### src/rtl/dual_src_irq_pkg.sv
package dual_src_irq_pkg;

  localparam int NUM_SRC  = 2;
  localparam int SRC_FULL = 0;
  localparam int SRC_ATTN = 1;

  // Per-source control bundle for one clock cycle.
  typedef struct packed {
    logic set;       // raise status bit
    logic qual;      // set may also arm the source
    logic clr_stat;  // drop status bit
    logic disarm;    // release hold on the interrupt line
  } src_ctl_t;

endpackage

### src/rtl/irq_src_cell.sv
module irq_src_cell
  import dual_src_irq_pkg::*;
(
  input  logic     clk,
  input  logic     rst_n,
  input  src_ctl_t ctl,
  output logic     status_q,
  output logic     armed_q
);

  logic arm_now;
  assign arm_now = ctl.set & ctl.qual;

  // Status: set has priority over clear.
  always_ff @(posedge clk or negedge rst_n) begin
    if (!rst_n)            status_q <= 1'b0;
    else if (ctl.set)      status_q <= 1'b1;
    else if (ctl.clr_stat) status_q <= 1'b0;
  end

  // Armed flag: a qualifying set has priority over any disarm.
  always_ff @(posedge clk or negedge rst_n) begin
    if (!rst_n)          armed_q <= 1'b0;
    else if (arm_now)    armed_q <= 1'b1;
    else if (ctl.disarm) armed_q <= 1'b0;
  end

endmodule

### src/rtl/irq_level_merge.sv
module irq_level_merge #(
  parameter int N = 2
) (
  input  logic [N-1:0] armed,
  output logic         irq
);

  assign irq = |armed;

endmodule

### src/rtl/dual_src_irq.sv
module dual_src_irq
  import dual_src_irq_pkg::*;
(
  input  logic clk,
  input  logic rst_n,
  input  logic ofull_set_i,
  input  logic attn_set_i,
  input  logic attn_clr_i,
  input  logic attn_irq_req_i,
  input  logic irq_en_i,
  input  logic irq_use_i,
  input  logic rd_data_i,
  input  logic rd_status_i,
  output logic irq_o,
  output logic ofull_o,
  output logic attn_o
);

  src_ctl_t           ctl    [NUM_SRC];
  logic [NUM_SRC-1:0] status_q;
  logic [NUM_SRC-1:0] armed_q;
  logic               gate_ok;

  assign gate_ok = irq_use_i & irq_en_i;

  // Output-full: both status and hold retired by a data read.
  assign ctl[SRC_FULL].set      = ofull_set_i;
  assign ctl[SRC_FULL].qual     = gate_ok;
  assign ctl[SRC_FULL].clr_stat = rd_data_i;
  assign ctl[SRC_FULL].disarm   = rd_data_i;

  // Attention: a status read drops only the hold; withdraw drops both.
  assign ctl[SRC_ATTN].set      = attn_set_i;
  assign ctl[SRC_ATTN].qual     = gate_ok & attn_irq_req_i;
  assign ctl[SRC_ATTN].clr_stat = attn_clr_i;
  assign ctl[SRC_ATTN].disarm   = attn_clr_i | rd_status_i;

  for (genvar i = 0; i < NUM_SRC; i++) begin : g_src
    irq_src_cell u_cell (
      .clk      (clk),
      .rst_n    (rst_n),
      .ctl      (ctl[i]),
      .status_q (status_q[i]),
      .armed_q  (armed_q[i])
    );
  end

  irq_level_merge #(.N(NUM_SRC)) u_merge (
    .armed (armed_q),
    .irq   (irq_o)
  );

  assign ofull_o = status_q[SRC_FULL];
  assign attn_o  = status_q[SRC_ATTN];

endmodule

### config.mk
export PLATFORM = sky130hd
export DESIGN_NAME = dual_src_irq
export DESIGN_NICKNAME = d
export VERILOG_FILES = /design/src/rtl/dual_src_irq_pkg.sv /design/src/rtl/irq_src_cell.sv /design/src/rtl/irq_level_merge.sv /design/src/rtl/dual_src_irq.sv
export SDC_FILE = /design/constraint.sdc
export NUM_CORES = 1
export LEC_CHECK = 0
export ABC_AREA = 1
export ABC_CLOCK_PERIOD_IN_PS = 1300
export BUFFER_PORTS_ARGS = -buffer_cell sky130_fd_sc_hd__buf_4
export CORE_AREA = 3 3 40 42
export CTS_CLUSTER_SIZE = 10
export DETAILED_ROUTE_END_ITERATION = 7
export DIE_AREA = 0 0 43 45
export GPL_TIMING_DRIVEN = 1
export PLACE_DENSITY = 0.33
export SLEW_MARGIN = 20
export SYNTH_ARGS = -nofsm -noshare
export SYNTH_HDL_FRONTEND = slang
export SYNTH_SLANG_ARGS = --single-unit
### constraint.sdc
create_clock -name clk -period 1.3 [get_ports clk]
set_input_delay 0.13 -clock clk [delete_from_list [all_inputs] [get_ports clk]]
set_output_delay 0.13 -clock clk [all_outputs]
set_load 0.1 [all_outputs]
==> results of run 1 <==
## timing repair
action / in CTS / in global routing
hold buffers: 1 / 0
setup buffers: 0 / 0
endpoints found under the hold margin: 4 / 0
## routing by layer
layer	GRT usage (%)	vias to the layer above
met1	5.07	78
met3	1.20	0
met5	0	-
li1	-	93
met2	9.28	2
met4	9.04	0
## final cells by class
type | count | area, sq um
fillers | 152 | 967
inverters | 6 | 22.5
flip-flops and latches | 4 | 100
well taps | 15 | 18.8
multi-input cells | 10 | 53.8
clock buffers | 3 | 22.5
repair buffers | 13 | 100
## kinds of logic after synthesis
family | Yosys count | share of synthesized area [%]
buffers and inverters | 6 | 12.8
AO/OA/AOI/OAI | 3 | 11.3
flip-flops | 4 | 56.7
AND/OR/NAND/NOR | 7 | 19.1
## power by group
group	internal (mW)	total, mW	switching (mW)
clock	0.103	0.149	0.0459
combinational	0.0360	0.109	0.0727
sequential	0.133	0.137	0.00377
## stage by stage
stage | cells | setup WS [ns]
2_1_floorplan | 20 | 0.111
3_3_place_gp | 47 | 0.374
3_5_place_dp | 47 | 0.363
4_1_cts | 51 | 0.111
5_1_grt | 51 | 0.0874
6_report | 51 | 0.126
## worst max-delay path, cell delays in order (launching register included)
cell and delay, ns:
dfrtp_1 0.36, or2_1 0.22, buf_4 0.23
## state kept, by name, summed over array words and instances (netlist names)
register	flops
g_src.u_cell.status_q	2
g_src.u_cell.armed_q	2
## synthesized netlist by cell type
cell	instances	area [sq um]
nand3b_1	1	7.51
o21ai_1	1	5.00
o21bai_1	2	15.0
dfrtp_1	4	100
inv_1	6	22.5
nand2_1	4	15.0
or2_1	1	6.26
nand3_1	1	5.00
## worst min path at each step
stage | cells past startpoint | to | start
finish | 2 | g_src[0].u_cell.armed_q$_DFFE_PN0P_ | rd_data_i
detailed placement | 1 | g_src[0].u_cell.status_q$_DFFE_PN0P_ | rst_n
global route | 2 | g_src[0].u_cell.armed_q$_DFFE_PN0P_ | rd_data_i
CTS | 2 | g_src[0].u_cell.armed_q$_DFFE_PN0P_ | rd_data_i
floorplan | 0 | g_src[0].u_cell.armed_q$_DFFE_PN0P_ | rst_n
global placement | 1 | g_src[0].u_cell.status_q$_DFFE_PN0P_ | rst_n
==> metrics.md, run 1 <==
| Metric | Value |
|---|---|
| DP HPWL | around 380 um |
| Total power | approximately 0.4 mW |
| RD Place Congestion | 0.560 |
| Global-route wire length before repair | 752 um |
| Mean Syn Cell Area | around 8.8 sq um |
| Area Growth Syn to Fin | 80.1% |
| Class of the worst hold path | in -> reg |
| Inserted Diodes | 0 |
| Port Buffers | 12 |
| Worst setup SP type | flop |
| Vias | about 170 |
| DR top layer | met3 |
| Fmax | 0.852 GHz |
| Starting Density | 13.7% |
| FF-to-FF setup slack | just under 0.7 ns |
| TritonCTS clock tree | done |
| #FFs+latches synth | 4 |
| H-tree Lvls | 1 |
| Root buffer cell | clkbuf_4 |
| Setup tns final | 0 ns |
| Final Max Tran Viols | 0 |
| R2r startpoint | g_src[1].u_cell.armed_q$_DFFE_PN0P_ |
| DRT Pass-1 Iters | 1 |
| Initial antenna violation count | 0 |
| Crit Path Max Fanout | 2 |
| PD cells | 1240 nW/um^2 |
| Sequential share of the synthesized area | between 50% and 60% |
| Hold Violations, Final | 0 |
| Worst Skew | 0 ns |
| Synthesized Nets | 30 |
| Vias in the first global route | approximately 200 |
| Clock transition at path regs | 0.04 ns |
| Crit path required time | 1.17 ns |
| Reg2reg end | g_src[1].u_cell.armed_q$_DFFE_PN0P_ |
| Worst R2R Path Depth | 2 |
| CTS Buffer Depth | 2 |
| Die Y | around 45 um |
| CP Class | reg -> out |
| Wire per inst | about 8.5 um |
| Total GRT Usage | under 10% |
| Starting DRT DRC Count | 0 |
| Largest net degree at the start of global routing | 5 |
| RSZ-0062 raised after global routing | no |
| Slew HR | roughly four fifths |
| Post-synthesis cell area | between 150 and 200 sq um |
| CTS Buf Count | 3 |
| Core Rows | 13 |
| Crit path launch | g_src[1].u_cell.armed_q$_DFFE_PN0P_ |
| Post-Layout Inst Area | ~320 sq um |
| Drc violations | 0 |
| Clk_lat worst skew | 0.23 ns |
| WL met3 | between 10 and 15 um |
| Post-route ant nets | 0 |
| Clk sinks | 4 |
| Tightest Pin Transition | 0.279 ns |
| Share of layout cells above drive strength 1 | 41.7% |
| CP arrival | around 1.0 ns |
| Critical Path Sink Type | output port |
| Yosys cell types | 8 |
| Dpl cell area | ~290 sq um |
| Routed metal-1 wirelength | approximately 150 um |
| Leakage | between 0.15 and 0.2 nW |
| Fin crit share | between 90% and 100% |
| Final nets | between 40 and 50 |
| Core area | 1280 sq um |
| Crit path to | irq_o |
| VDD IR max | around 0.22 mV |
| Wire length on met2 | ~280 um |
| Most common cell after layout, fill and taps aside | buf_4 |
| Run status | finished clean |
| Fin crit period | 1.17 ns |
| Final setup viols | 0 |
| Cell count after synthesis | 20 |
| Die area | about 1900 sq um |
| Worst Hold Margin | approximately 0.082 ns |
| Post-layout util | around 25% |
| Vias per cell | 3.39 |
| Syn. warnings | 0 |
| GRT overflow | 0 |
| Drt total wl | around 440 um |
| Chip width | 43 um |
| Top-level port count | 13 |
| Post-CTS Resized | 0 |
| Commonest cells after routing, fill and taps aside | buf_4 (12), inv_1 (6), nand2_1 (4), dfrtp_1 (4), clkbuf_4 (3) |
| Max cap viols | 0 |
(Power assumes the default switching activity.)
==> inputs of run 2 (changes only) <==
- ABC_AREA: 1 -> unset
- GPL_TIMING_DRIVEN: 1 -> unset
- PLACE_DENSITY: 0.33 -> 0.32
==> run 2 against run 1 <==
Against the previous run:
- total power is 1.9% higher
- worst hold slack worse by 0.019 ns
- die area stayed put
- non-clock buffer count is the same
- via count fell by 5.2%
- clock power rose by 6%
- synthesized area down 9.2%
- clock skew did not move
- sequential power about the same
- cell area fell by 5.1%
- global-route usage rose by 0.35 points
- largest power group unchanged
- critical path type unchanged
==> metrics.md, run 2 <==
| Metric | Value |
|---|---|
| Run status | finished clean |
| Crit path required time | 1.17 ns (about the same) |
| DRT Pass-1 Iters | 2 (+1) |
| Post-synthesis cell area | 160 sq um (-9.2%) |
| GRT overflow | 0 (unchanged) |
| Async set or reset register ratio after synthesis | 100% (unchanged) |
| Global-route wire length before repair | 752 um (unchanged) |
| Reg2reg end | g_src[0].u_cell.armed_q$_DFFE_PN0P_ |
| Final worst setup slack | 0.118 ns (-0.00764 ns) |
| Fin crit share | 90.9% (+0.59 points) |
| FF-to-FF setup slack | 0.62 ns (-0.07 ns) |
| Cell count after synthesis | 13 (-35%) |
| Hold path endpoint | g_src[1].u_cell.armed_q$_DFFE_PN0P_ |
| TritonCTS clock tree | done |
| Die Y | 45 um (unchanged) |
| Vias per cell | 3.73 (+9.9%) |
| Synth top area share | 62.5% (+5.8 points) |
| Dpl ws | 0.362 ns (-0.000919 ns) |
| Area leader, netlist | dfrtp_1 |
| Initial antenna violation count | 0 (unchanged) |
| RD Place Congestion | 0.621 (+11%) |
| Clk_lat worst skew | 0.24 ns (about the same) |
| VDD IR max | 0.504 mV (+130%) |
| Commonest cells post-synth | dfrtp_1 (4), a21o_1 (2), inv_1 (2) |
| Largest registers | g_src.u_cell.armed_q (2), g_src.u_cell.status_q (2) |
| Synthesized-area fraction occupied by adder cells | 0% (unchanged) |
| Clock transition at path regs | 0.04 ns (about the same) |
| CP Class | reg -> out |
| Largest net degree at the start of global routing | 5 (unchanged) |
| Fin crit period | 1.18 ns (+0.00763 ns) |
| R2r startpoint | g_src[0].u_cell.armed_q$_DFFE_PN0P_ |
| Largest family of logic cells by synthesized area | compound AO/OA/AOI/OAI gates |
| Hold Path Origin | rd_status_i |
| XOR/XNOR share of the synthesized area | 0% (unchanged) |
| Post-Synth Simple-Gate Area | 11.7% (-7.4 points) |
| Root buffer cell | clkbuf_4 |
| Top-level port count | 13 (unchanged) |
| Wire per inst | 9.84 um (+15%) |
| #FFs+latches synth | 4 (unchanged) |
| Dpl cell area | 269 sq um (-5.7%) |
| RSZ-0062 raised after global routing | no |
| Cts-stage hold buffer count | 1 (unchanged) |
| Sequential share of the synthesized area | 62.5% (+5.8 points) |
| Compound-Gate Fraction of Synth Area | 21.1% (+9.7 points) |
| Die area | 1940 sq um (unchanged) |
| Yosys cell types | 8 (unchanged) |
| Count leader, synth | dfrtp_1 |
| Share of layout cells above drive strength 1 | 55.2% (+14 points) |
| Worst setup SP type | flop |
| Setup tns final | 0 ns (unchanged) |
| Tightest Pin Transition | 0.279 ns (-0.0000947 ns) |
| Slew HR | 81.6% (about the same) |
| Chain of cells forming the critical path | or2_1 -> buf_4 |
| Commonest cells after routing, fill and taps aside | buf_4 (12), dfrtp_1 (4), clkbuf_4 (3), inv_1 (2), a21o_1 (2) |
| Crit Path Max Fanout | 2 (unchanged) |
| Core area | 1280 sq um (unchanged) |
| Vias | 164 (-5.2%) |
| Post-route ant nets | 0 (unchanged) |
| PD cells | 1330 nW/um^2 (+7.4%) |
| Max cap viols | 0 (unchanged) |
| Fmax | 0.846 GHz (-0.65%) |
| Starting DRT DRC Count | 1 (+1) |
| Port Buffers | 12 (unchanged) |
| Worst R2R Path Depth | 1 (-1) |
| Starting Density | 12.5% (-1.3 points) |
| Vias in the first global route | 175 (-14%) |
| Syn. warnings | 0 (unchanged) |
| Leakage | 0.157 nW (-16%) |
| Layout fillers | 141 (-7.2%) |
| Crit-path slowest cell | dfrtp_1 |
| CP arrival | 1.05 ns (about the same) |
| Inserted Diodes | 0 (unchanged) |
| Post-CTS Resized | 0 (unchanged) |
| Post-CTS setup-driven buffer insertion count | 0 (unchanged) |
| CTS Buffer Depth | 2 (unchanged) |
| H-tree Lvls | 1 (unchanged) |
| Core Rows | 13 (unchanged) |
| Synth area leaders | dfrtp_1 (63%), a21o_1 (9.4%), a32o_1 (6.3%) |
| Mux cell area share after synthesis | 0% (unchanged) |
| Final Max Tran Viols | 0 (unchanged) |
| Worst Skew | 0 ns (unchanged) |
| Synthesized Nets | 23 (-23%) |
| Post-Layout Inst Area | 302 sq um (-5.1%) |
| Drc violations | 0 (unchanged) |
| CTS Buf Count | 3 (unchanged) |
| Critical Path Sink Type | output port |
| Total power | 0.402 mW (+1.9%) |
| Chip width | 43 um (unchanged) |
| Hold Violations, Final | 0 (unchanged) |
| Class of the worst hold path | in -> reg |
| Total GRT Usage | 6.18% (+0.35 points) |
| Drt total wl | 433 um (-0.46%) |
| Clk sinks | 4 (unchanged) |
| Most common cell after layout, fill and taps aside | buf_4 |
| Final nets | 41 (-15%) |
| Max stage delay on crit path | 0.36 ns (about the same) |
| Area Growth Syn to Fin | 88.3% |
| Final setup viols | 0 (unchanged) |
| Most used flip-flop cell after synthesis | dfrtp_1 |
| Mean Syn Cell Area | 12.3 sq um (+40%) |
| Hold path depth | 2 (unchanged) |
| Number of flops mapped to enable cells by yosys | 0 (unchanged) |
[run 2: cell count changes after synthesis, sizes merged]
cell	delta
a21o	+2
a32o	+1
inv	-4
nand2	-4
nand2b	+1
nand3	-1
nand3b	-1
nand4	+1
o21bai	-2
[run 2: cell type report]
| cell class | instances | area (sq um) | share of cell area, % |
|---|---|---|---|
| Clock buffer | 3 | 22.5 | 7.47 |
| Tap cell | 15 | 18.8 | 6.22 |
| Timing Repair Buffer | 13 | 100 | 33.2 |
| Sequential cell | 4 | 100 | 33.2 |
| Inverter | 2 | 7.51 | 2.49 |
| Multi-Input combinational cell | 7 | 52.6 | 17.4 |
[run 2: stage by stage]
step	hold slack, ns	utilization [%]	cells
5_1_grt	0.0605	23.5	44
3_3_place_gp	-0.0678	20.9	40
6_report	0.0623	23.5	44
4_1_cts	0.0581	23.5	44
3_5_place_dp	-0.0679	20.9	40
2_1_floorplan	-0.166	-	13
[run 2: kinds of logic after synthesis]
family / Yosys count
DFF: 4
AOI/OAI and AO/OA: 4
and+or+nand+nor: 3
buffers and inverters: 2
[run 2: layer usage]
metal | part of all wire [%] | track usage, % | vias to the layer above
met4 | 0 | 1.81 | 0
met1 | 48 | 7.06 | 70
li1 | - | - | 78
met2 | 31 | 6.89 | 16
met5 | 0 | 0 | -
met3 | 21 | 7.57 | 0
[run 2: how the worst max path moves through the flow]
| stage | from | to | slack [ns] | cells after the start |
|---|---|---|---|---|
| final | g_src[1].u_cell.armed_q$_DFFE_PN0P_ | irq_o | 0.12 | 2 |
| after global routing | g_src[1].u_cell.armed_q$_DFFE_PN0P_ | irq_o | 0.06 | 2 |
| after CTS | g_src[1].u_cell.armed_q$_DFFE_PN0P_ | irq_o | 0.10 | 2 |
| after detailed placement | g_src[1].u_cell.armed_q$_DFFE_PN0P_ | irq_o | 0.36 | 2 |
| after global placement | g_src[1].u_cell.armed_q$_DFFE_PN0P_ | irq_o | 0.37 | 2 |
| after floorplan | g_src[0].u_cell.status_q$_DFFE_PN0P_ | g_src[0].u_cell.status_q$_DFFE_PN0P_ | 0.13 | 1 |
[run 2: worst max-delay path: cells and delay by family, from the launching register on]
family	cells	cell delay, ns
and+or+nand+nor	1	0.22
DFF	1	0.36
buffers and inverters	1	0.23
[run 2: where the power goes]
| part | internal (mW) | switching, mW |
|---|---|---|
| Combinational | 0.0359 | 0.0711 |
| Sequential | 0.133 | 0.00369 |
| Clock | 0.104 | 0.0548 |
